<file path="config.mk">
export PLATFORM = sky130hd
export DESIGN_NAME = adc_rd_ctrl
export DESIGN_NICKNAME = d
export VERILOG_FILES = /design/src/rtl/adc_rd_pkg.sv /design/src/rtl/adc_tick_gen.sv /design/src/rtl/adc_busy_sync.sv /design/src/rtl/adc_seq_fsm.sv /design/src/rtl/adc_rd_ctrl.sv
export SDC_FILE = /design/constraint.sdc
export NUM_CORES = 1
export LEC_CHECK = 0
export BUFFER_PORTS_ARGS = -buffer_cell sky130_fd_sc_hd__buf_2
export CAP_MARGIN = 20
export CORE_ASPECT_RATIO = 0.5
export CORE_MARGIN = 2
export CORE_UTILIZATION = 35
export CTS_BUF_LIST = sky130_fd_sc_hd__clkbuf_4 sky130_fd_sc_hd__clkbuf_8 sky130_fd_sc_hd__clkbuf_16
export CTS_CLUSTER_SIZE = 24
export DETAILED_ROUTE_END_ITERATION = 16
export PLACE_DENSITY = 0.65
export SLEW_MARGIN = 10
export SYNTH_ARGS = -nofsm -noshare
export SYNTH_HDL_FRONTEND = slang
export SYNTH_SLANG_ARGS = --single-unit
</file>
<file path="constraint.sdc">
create_clock -name clk -period 3.35 [get_ports clk]
set_clock_uncertainty 0.2 [all_clocks]
set_input_delay 0.1675 -clock clk [delete_from_list [all_inputs] [get_ports clk]]
set_output_delay 0.1675 -clock clk [all_outputs]
set_load 0.005 [all_outputs]
</file>
<file path="src/rtl/adc_rd_pkg.sv">
// Shared types and helpers for the converter read sequencer.
// Assumes: nothing beyond IEEE 1800-2017.
package adc_rd_pkg;

    // Sequencer phases; order carries no meaning.
    typedef enum logic [2:0] {
        ST_IDLE,
        ST_CNV,
        ST_BLANK,
        ST_WAITB,
        ST_READ,
        ST_RELQ,
        ST_SLEEP,
        ST_WAKE
    } seq_state_t;

    // Larger of two counts, used to size shared timers.
    function automatic int imax(input int a, input int b);
        return (a > b) ? a : b;
    endfunction

endpackage

</file>
<file path="src/rtl/adc_tick_gen.sv">
// Sample-rate divider: pulses tick for one clock every DIV clocks.
// Assumes DIV >= 2; first tick comes DIV-1 clocks after reset release.
module adc_tick_gen #(
    parameter int DIV = 2000
) (
    input  logic clk,
    input  logic rst_n,
    output logic tick
);
    localparam int CW = $clog2(DIV);
    localparam logic [CW-1:0] LAST = CW'(DIV - 1);

    logic [CW-1:0] cnt_q;

    // Free-running modulo-DIV counter.
    always_ff @(posedge clk) begin
        if (!rst_n)             cnt_q <= '0;
        else if (cnt_q == LAST) cnt_q <= '0;
        else                    cnt_q <= cnt_q + CW'(1);
    end

    assign tick = (cnt_q == LAST);
endmodule

</file>
<file path="src/rtl/adc_busy_sync.sv">
// Brings the asynchronous busy line into the clock domain.
// STAGES = 1 gives a single register; larger values give a shift chain.
// Reset value is 1 (converter idle).
module adc_busy_sync #(
    parameter int STAGES = 2
) (
    input  logic clk,
    input  logic rst_n,
    input  logic busy_n,
    output logic busy_ok
);
    generate
        if (STAGES < 2) begin : g_one
            logic s_q;
            // Single capture register.
            always_ff @(posedge clk) begin
                if (!rst_n) s_q <= 1'b1;
                else        s_q <= busy_n;
            end
            assign busy_ok = s_q;
        end else begin : g_chain
            logic [STAGES-1:0] s_q;
            // Multi-stage shift toward the last bit.
            always_ff @(posedge clk) begin
                if (!rst_n) s_q <= '1;
                else        s_q <= {s_q[STAGES-2:0], busy_n};
            end
            assign busy_ok = s_q[STAGES-1];
        end
    endgenerate
endmodule

</file>
<file path="src/rtl/adc_seq_fsm.sv">
// Conversion and read sequencer. One shared timer counts the clocks spent
// in each phase. Strobes are decoded from the state register; capture,
// valid and flag pulses are registered.
// Assumes: every count >= 1 and ACC_CYC < RD_W.
module adc_seq_fsm
    import adc_rd_pkg::*;
#(
    parameter int DATA_W    = 12,
    parameter int CNV_W     = 6,
    parameter int BLANK_CYC = 20,
    parameter int BUSY_TMO  = 2000,
    parameter int RD_W      = 15,
    parameter int ACC_CYC   = 14,
    parameter int RELQ_CYC  = 9,
    parameter int WAKE_CYC  = 1
) (
    input  logic              clk,
    input  logic              rst_n,
    input  logic              tick,
    input  logic              busy_ok,
    input  logic              sleep_req,
    input  logic [DATA_W-1:0] adc_data,
    output logic              cnv_start,
    output logic              cs_n,
    output logic              rd_n,
    output logic              pwr_mode,
    output logic [DATA_W-1:0] sample_data,
    output logic              sample_valid,
    output logic              overrun,
    output logic              timeout_err
);
    localparam int TMAX = imax(imax(imax(CNV_W, BLANK_CYC), imax(BUSY_TMO, RD_W)),
                               imax(RELQ_CYC, WAKE_CYC));
    localparam int TW = $clog2(TMAX + 1);
    localparam logic [TW-1:0] CNV_LAST   = TW'(CNV_W - 1);
    localparam logic [TW-1:0] BLANK_LAST = TW'(BLANK_CYC - 1);
    localparam logic [TW-1:0] TMO_LAST   = TW'(BUSY_TMO - 1);
    localparam logic [TW-1:0] RD_LAST    = TW'(RD_W - 1);
    localparam logic [TW-1:0] ACC_LAST   = TW'(ACC_CYC - 1);
    localparam logic [TW-1:0] RELQ_LAST  = TW'(RELQ_CYC - 1);
    localparam logic [TW-1:0] WAKE_LAST  = TW'(WAKE_CYC - 1);

    seq_state_t        state_q, state_d;
    logic [TW-1:0]     tmr_q, tmr_d;
    logic              dummy_q, dummy_d;
    logic              cap, tmo_hit, in_conv;
    logic [DATA_W-1:0] data_q;
    logic              valid_q, ovr_q, tmo_q;

    // Next phase, timer and throw-away marker.
    always_comb begin
        state_d = state_q;
        tmr_d   = tmr_q + TW'(1);
        dummy_d = dummy_q;
        cap     = 1'b0;
        tmo_hit = 1'b0;
        unique case (state_q)
            ST_IDLE: begin
                tmr_d = '0;
                if (sleep_req) state_d = ST_SLEEP;
                else if (tick) state_d = ST_CNV;
            end
            ST_CNV: if (tmr_q == CNV_LAST) begin
                state_d = ST_BLANK;
                tmr_d   = '0;
            end
            ST_BLANK: if (tmr_q == BLANK_LAST) begin
                state_d = ST_WAITB;
                tmr_d   = '0;
            end
            ST_WAITB: begin
                if (busy_ok) begin
                    state_d = ST_READ;
                    tmr_d   = '0;
                end else if (tmr_q == TMO_LAST) begin
                    state_d = ST_IDLE;
                    tmr_d   = '0;
                    dummy_d = 1'b0;
                    tmo_hit = 1'b1;
                end
            end
            ST_READ: begin
                if (tmr_q == ACC_LAST) cap = !dummy_q;
                if (tmr_q == RD_LAST) begin
                    state_d = ST_RELQ;
                    tmr_d   = '0;
                end
            end
            ST_RELQ: if (tmr_q == RELQ_LAST) begin
                state_d = ST_IDLE;
                tmr_d   = '0;
                dummy_d = 1'b0;
            end
            ST_SLEEP: begin
                tmr_d = '0;
                if (!sleep_req) state_d = ST_WAKE;
            end
            ST_WAKE: if (tmr_q == WAKE_LAST) begin
                state_d = ST_CNV;
                tmr_d   = '0;
                dummy_d = 1'b1;
            end
            default: begin
                state_d = ST_IDLE;
                tmr_d   = '0;
            end
        endcase
    end

    // State, timer and marker registers.
    always_ff @(posedge clk) begin
        if (!rst_n) begin
            state_q <= ST_IDLE;
            tmr_q   <= '0;
            dummy_q <= 1'b0;
        end else begin
            state_q <= state_d;
            tmr_q   <= tmr_d;
            dummy_q <= dummy_d;
        end
    end

    assign in_conv = (state_q == ST_CNV) || (state_q == ST_BLANK) ||
                     (state_q == ST_WAITB) || (state_q == ST_READ) ||
                     (state_q == ST_RELQ);

    // Data capture and one-cycle status pulses.
    always_ff @(posedge clk) begin
        if (!rst_n) begin
            data_q  <= '0;
            valid_q <= 1'b0;
            ovr_q   <= 1'b0;
            tmo_q   <= 1'b0;
        end else begin
            if (cap) data_q <= adc_data;
            valid_q <= cap;
            ovr_q   <= tick && in_conv;
            tmo_q   <= tmo_hit;
        end
    end

    assign cnv_start    = (state_q == ST_CNV);
    assign cs_n         = (state_q != ST_READ);
    assign rd_n         = (state_q != ST_READ);
    assign pwr_mode     = (state_q != ST_SLEEP);
    assign sample_data  = data_q;
    assign sample_valid = valid_q;
    assign overrun      = ovr_q;
    assign timeout_err  = tmo_q;
endmodule

</file>
<file path="src/rtl/adc_rd_ctrl.sv">
// Top of the converter read sequencer: tick divider, busy synchronizer
// and phase sequencer. All times are in system-clock cycles.
// Assumes: busy_n may change at any time; all outputs are glitch-free
// decodes of registers.
module adc_rd_ctrl #(
    parameter int DATA_W      = 12,
    parameter int SAMPLE_DIV  = 2000,
    parameter int CNV_W       = 6,
    parameter int BLANK_CYC   = 20,
    parameter int BUSY_TMO    = 2000,
    parameter int RD_W        = 15,
    parameter int ACC_CYC     = 14,
    parameter int RELQ_CYC    = 9,
    parameter int WAKE_CYC    = 1,
    parameter int SYNC_STAGES = 2
) (
    input  logic              clk,
    input  logic              rst_n,
    input  logic              sleep_req,
    input  logic              busy_n,
    input  logic [DATA_W-1:0] adc_data,
    output logic              cnv_start,
    output logic              cs_n,
    output logic              rd_n,
    output logic              pwr_mode,
    output logic [DATA_W-1:0] sample_data,
    output logic              sample_valid,
    output logic              overrun,
    output logic              timeout_err
);
    logic tick;
    logic busy_ok;

    adc_tick_gen #(.DIV(SAMPLE_DIV)) u_tick (
        .clk   (clk),
        .rst_n (rst_n),
        .tick  (tick)
    );

    adc_busy_sync #(.STAGES(SYNC_STAGES)) u_sync (
        .clk     (clk),
        .rst_n   (rst_n),
        .busy_n  (busy_n),
        .busy_ok (busy_ok)
    );

    adc_seq_fsm #(
        .DATA_W    (DATA_W),
        .CNV_W     (CNV_W),
        .BLANK_CYC (BLANK_CYC),
        .BUSY_TMO  (BUSY_TMO),
        .RD_W      (RD_W),
        .ACC_CYC   (ACC_CYC),
        .RELQ_CYC  (RELQ_CYC),
        .WAKE_CYC  (WAKE_CYC)
    ) u_seq (
        .clk          (clk),
        .rst_n        (rst_n),
        .tick         (tick),
        .busy_ok      (busy_ok),
        .sleep_req    (sleep_req),
        .adc_data     (adc_data),
        .cnv_start    (cnv_start),
        .cs_n         (cs_n),
        .rd_n         (rd_n),
        .pwr_mode     (pwr_mode),
        .sample_data  (sample_data),
        .sample_valid (sample_valid),
        .overrun      (overrun),
        .timeout_err  (timeout_err)
    );
endmodule

</file>
==> results list <==
- The worst hold path belongs to the class in -> reg.
* Vias per Instance: 4.88
- The die covers 0.00627 mm2.
- Of the synthesized area, sequential elements account for 43.8%.
* Critical path class: reg -> reg
- #FFs+latches synth: 43
- After detailed routing, the number of remaining DRC violations is 0.
- Minimum setup slack in the final design: 765 ps
- Across the whole layout, storage elements account for 861 um2.
- The clock drives 43 sinks.
* Number of filler cells placed in the layout: 541
- # rows: 19
- Endpoint kind of the worst setup timing path: flip-flop
- Commonest non-fill, non-tap cell in the layout: sky130_fd_sc_hd__dfxtp_1
- Average footprint of a synthesized cell: 8.98 um2
- Unrepaired setup endpoints after global routing: false
* Hold Vio Cnt, Final: 0
* Power per cell area: 523 mW/mm2
- Internal power comes to 0.863 mW.
* Share of async-settable or async-resettable flops after synthesis: 0%
* Total inserted antenna cells: 0
* FMAX: 387 MHz
* Combined area of all synthesized cells: 0.00197 mm2
* Switching part of the total power: 31.8%
- Vias in the first global route: 1459
- Share of Yosys cell area claimed by the top area cell type: 43.8%
- Yosys top cell by area: sky130_fd_sc_hd__dfxtp_1
- On the critical path the largest part of the delay comes from simple AND/OR/NAND/NOR gates.
- Synthesis Warnings: 0
- Area taken by multi-input logic gates: 992 um2
* Post-place instance area: 0.00216 mm2
- Slew at the pin with the worst max-slew slack: 621 ps
- Count of vias placed by the detailed router: 1643
- Critical Path, Cell by Cell: or4_4 > o41a_1 > nor4_4 > a21o_1 > nor2_1
- Hpwl dp: 2720 um
- Dominant register cell in the synthesized netlist: sky130_fd_sc_hd__dfxtp_1
* CTS tree: yes
* Clock Root Buffer: sky130_fd_sc_hd__clkbuf_8
* TNS Setup: 0 ps
- Drt first pass iters: 4
- Gpl congestion: 0.794
* Critical Path Source Type: flip-flop
- Yosys mapped a number of flops with a built-in enable equal to 0.
* Part of the power in registers: 48.0%
- The number of antenna violations at the first check in global routing is 0.
- Result of the run: completed
* DRT Wirelength: 3990 um
- Share of layout cells above drive strength 1: 18.2%
* Reg-to-reg slack, setup: 770 ps
- Global routing used 13.8% of the available tracks.
- Die H: 57.0 um
- Final ANT Viol Nets: 0
- Portion of the clock cycle consumed by the worst path in the final layout: 77.2%
- Worst-skew pair later-pin latency: 300 ps
* Largest net degree at the start of global routing: 21
- Data required time of the worst path: 3330 ps
- Maximum VDD drop: 0.220 mV
- The first global-routing pass estimated 6620 um of wire.
- In this run the power spent charging and discharging nets is 0.403 mW.
- Critical path's largest stage delay: 570 ps
- CP bufs+invs: 0
- Standard cell core area: 0.00544 mm2
* Max Cap Violations: 0
* Comb pwr share: 23.0%
* Nets@finish: 284
- Initial core utilization: 36.1%
- Max-slew violation count: 0
* Deepest level of the CTS H-tree: 2
- In this run the tightest slew margin relative to its limit is 58.6%.
- Measured along the x axis, the die boundary spans 110 um.
- For this design the static power due to leakage is 1.08 nW.
- In the layout the commonest cells are sky130_fd_sc_hd__dfxtp_1 (43), sky130_fd_sc_hd__nor2_1 (42), sky130_fd_sc_hd__buf_2 (34), sky130_fd_sc_hd__dlygate4sd3_1 (15), sky130_fd_sc_hd__mux2i_1 (12).
- The longest clock path from root to sink contains 2 buffers.
- Port buffering added 34 buffers.
- Clock-pin slew was measured on the worst setup and hold paths at 80 ps.
- Ranked by total cell area, the synthesized netlist is headed by sky130_fd_sc_hd__dfxtp_1 (44%), sky130_fd_sc_hd__nor2_1 (8.0%), sky130_fd_sc_hd__mux2i_1 (6.1%).
- For this design, the slowest cell found on the critical path is sky130_fd_sc_hd__or4_4.
- Design area: 0.00242 mm2
- Clock tree synthesis inserted a total of 5 buffers.
- Synthesis produced 219 cells.
* Number of violations reported at the end of detailed-routing iteration 0: 122
- Time the final worst path needs with I/O delays and setup: 2580 ps
* Area overhead of the layout relative to synthesis: 23.0%
- Clock network fraction of design power: 29.0%
* Placement-stage worst setup slack: 760 ps
- Remaining Overflow, GRT: 0
- Number of library cell types mapped by synthesis: 39
- Number of gates resized after CTS: 0
* Average wire per standard cell: 11.8 um
- # setup viols final: 0
* Count of pins on the block boundary: 35
- Mapped Nets: 240
- Arrival time at the worst endpoint: 2560 ps
- Of all nets on the critical path, the largest fanout is 11.
==> state kept, by name, indices dropped and copies added (netlist names) <==
signal              cells
u_seq.overrun           1
u_seq.state_q           3
u_seq.sample_data      12
u_tick.cnt_q           11
u_sync.g_chain.s_q      2
u_seq.sample_valid      1
u_seq.tmr_q            11
u_seq.timeout_err       1
u_seq.dummy_q           1
==> Yosys cell counts, types with 4 or more instances <==
library cell / count
sky130_fd_sc_hd__dfxtp_1: 43
sky130_fd_sc_hd__nor2_1: 42
sky130_fd_sc_hd__mux2i_1: 12
sky130_fd_sc_hd__inv_1: 11
sky130_fd_sc_hd__nand3_1: 11
sky130_fd_sc_hd__xnor2_1: 11
sky130_fd_sc_hd__nand2_1: 9
sky130_fd_sc_hd__xor2_1: 8
sky130_fd_sc_hd__and3_1: 7
sky130_fd_sc_hd__clkbuf_1: 7
sky130_fd_sc_hd__nand4_1: 6
sky130_fd_sc_hd__nor4_1: 6
sky130_fd_sc_hd__ha_1: 5
sky130_fd_sc_hd__nand2b_1: 4
sky130_fd_sc_hd__nor3_1: 4
==> repair_timing <==
item	CTS	global route
buffers inserted	0	0
hold buffers	15	0
hold endpoints to repair	16	0
==> routing by layer <==
metal  track usage [%]  wire length, um
met1              16.4             1800
met2              23.4             1950
met3              3.89              172
met4              5.97               67
met5                 0                0
==> worst min-delay path, cell delays in order <==
cell	delay, ps
sky130_fd_sc_hd__buf_2	100
sky130_fd_sc_hd__inv_1	100
sky130_fd_sc_hd__a311oi_1	100
==> path summary, 6_finish.rpt <==
| path | to | depth (start not counted) | start |
|---|---|---|---|
| worst min-delay path | u_seq.state_q[2] | 3 | sleep_req |
| worst min register to register | u_sync.g_chain.s_q[1] | 1 | u_sync.g_chain.s_q[0] |
| worst max-delay path | u_seq.tmr_q[8] | 5 | u_seq.tmr_q[5] |
| worst max register to register | u_seq.tmr_q[8] | 5 | u_seq.tmr_q[5] |
==> through the flow <==
| stage | util, % | power, mW | cells | hold slack [ps] |
|---|---|---|---|---|
| after floorplan | - | 0.840 | 219 | 40.5 |
| after global placement | 39.7 | 0.889 | 314 | 147 |
| after detailed placement | 39.7 | 0.894 | 314 | 151 |
| after CTS | 44.4 | 1.28 | 337 | 12.7 |
| after global routing | 44.4 | 1.34 | 337 | 19.5 |
| final | 44.4 | 1.27 | 337 | 32.2 |
==> cells by family (layout without fill, tap and decap cells) <==
| family | after synthesis | count (layout) | share of synthesized area [%] |
|---|---|---|---|
| AO/OA/AOI/OAI | 17 | 17 | 6.81 |
| adder cells (fa/ha/maj) | 5 | 5 | 3.18 |
| multiplexers | 12 | 12 | 6.11 |
| flip-flops | 43 | 43 | 43.8 |
| XOR/XNOR | 19 | 19 | 8.47 |
| buffers and inverters | 24 | 69 | 5.73 |
| AND/OR/NAND/NOR | 99 | 99 | 25.9 |
==> final cells by class <==
type | instances | area share [%]
sequential | 43 | 35.6
inverter | 11 | 1.71
clock inverter | 1 | 0.311
clock buffer | 7 | 3.99
tap | 73 | 3.78
timing repair buffer | 50 | 13.6
multi-input combinational | 152 | 41.0
==> power by group through the flow <==
stage / combinational [mW] / clock (mW) / sequential [mW]
final: 0.291 / 0.367 / 0.607
after global routing: 0.327 / 0.397 / 0.618
after CTS: 0.291 / 0.380 / 0.606
after detailed placement: 0.275 / 0 / 0.619
after global placement: 0.271 / 0 / 0.618
after floorplan: 0.265 / 0 / 0.575
Note: power is estimated with default switching activity, not from simulation.
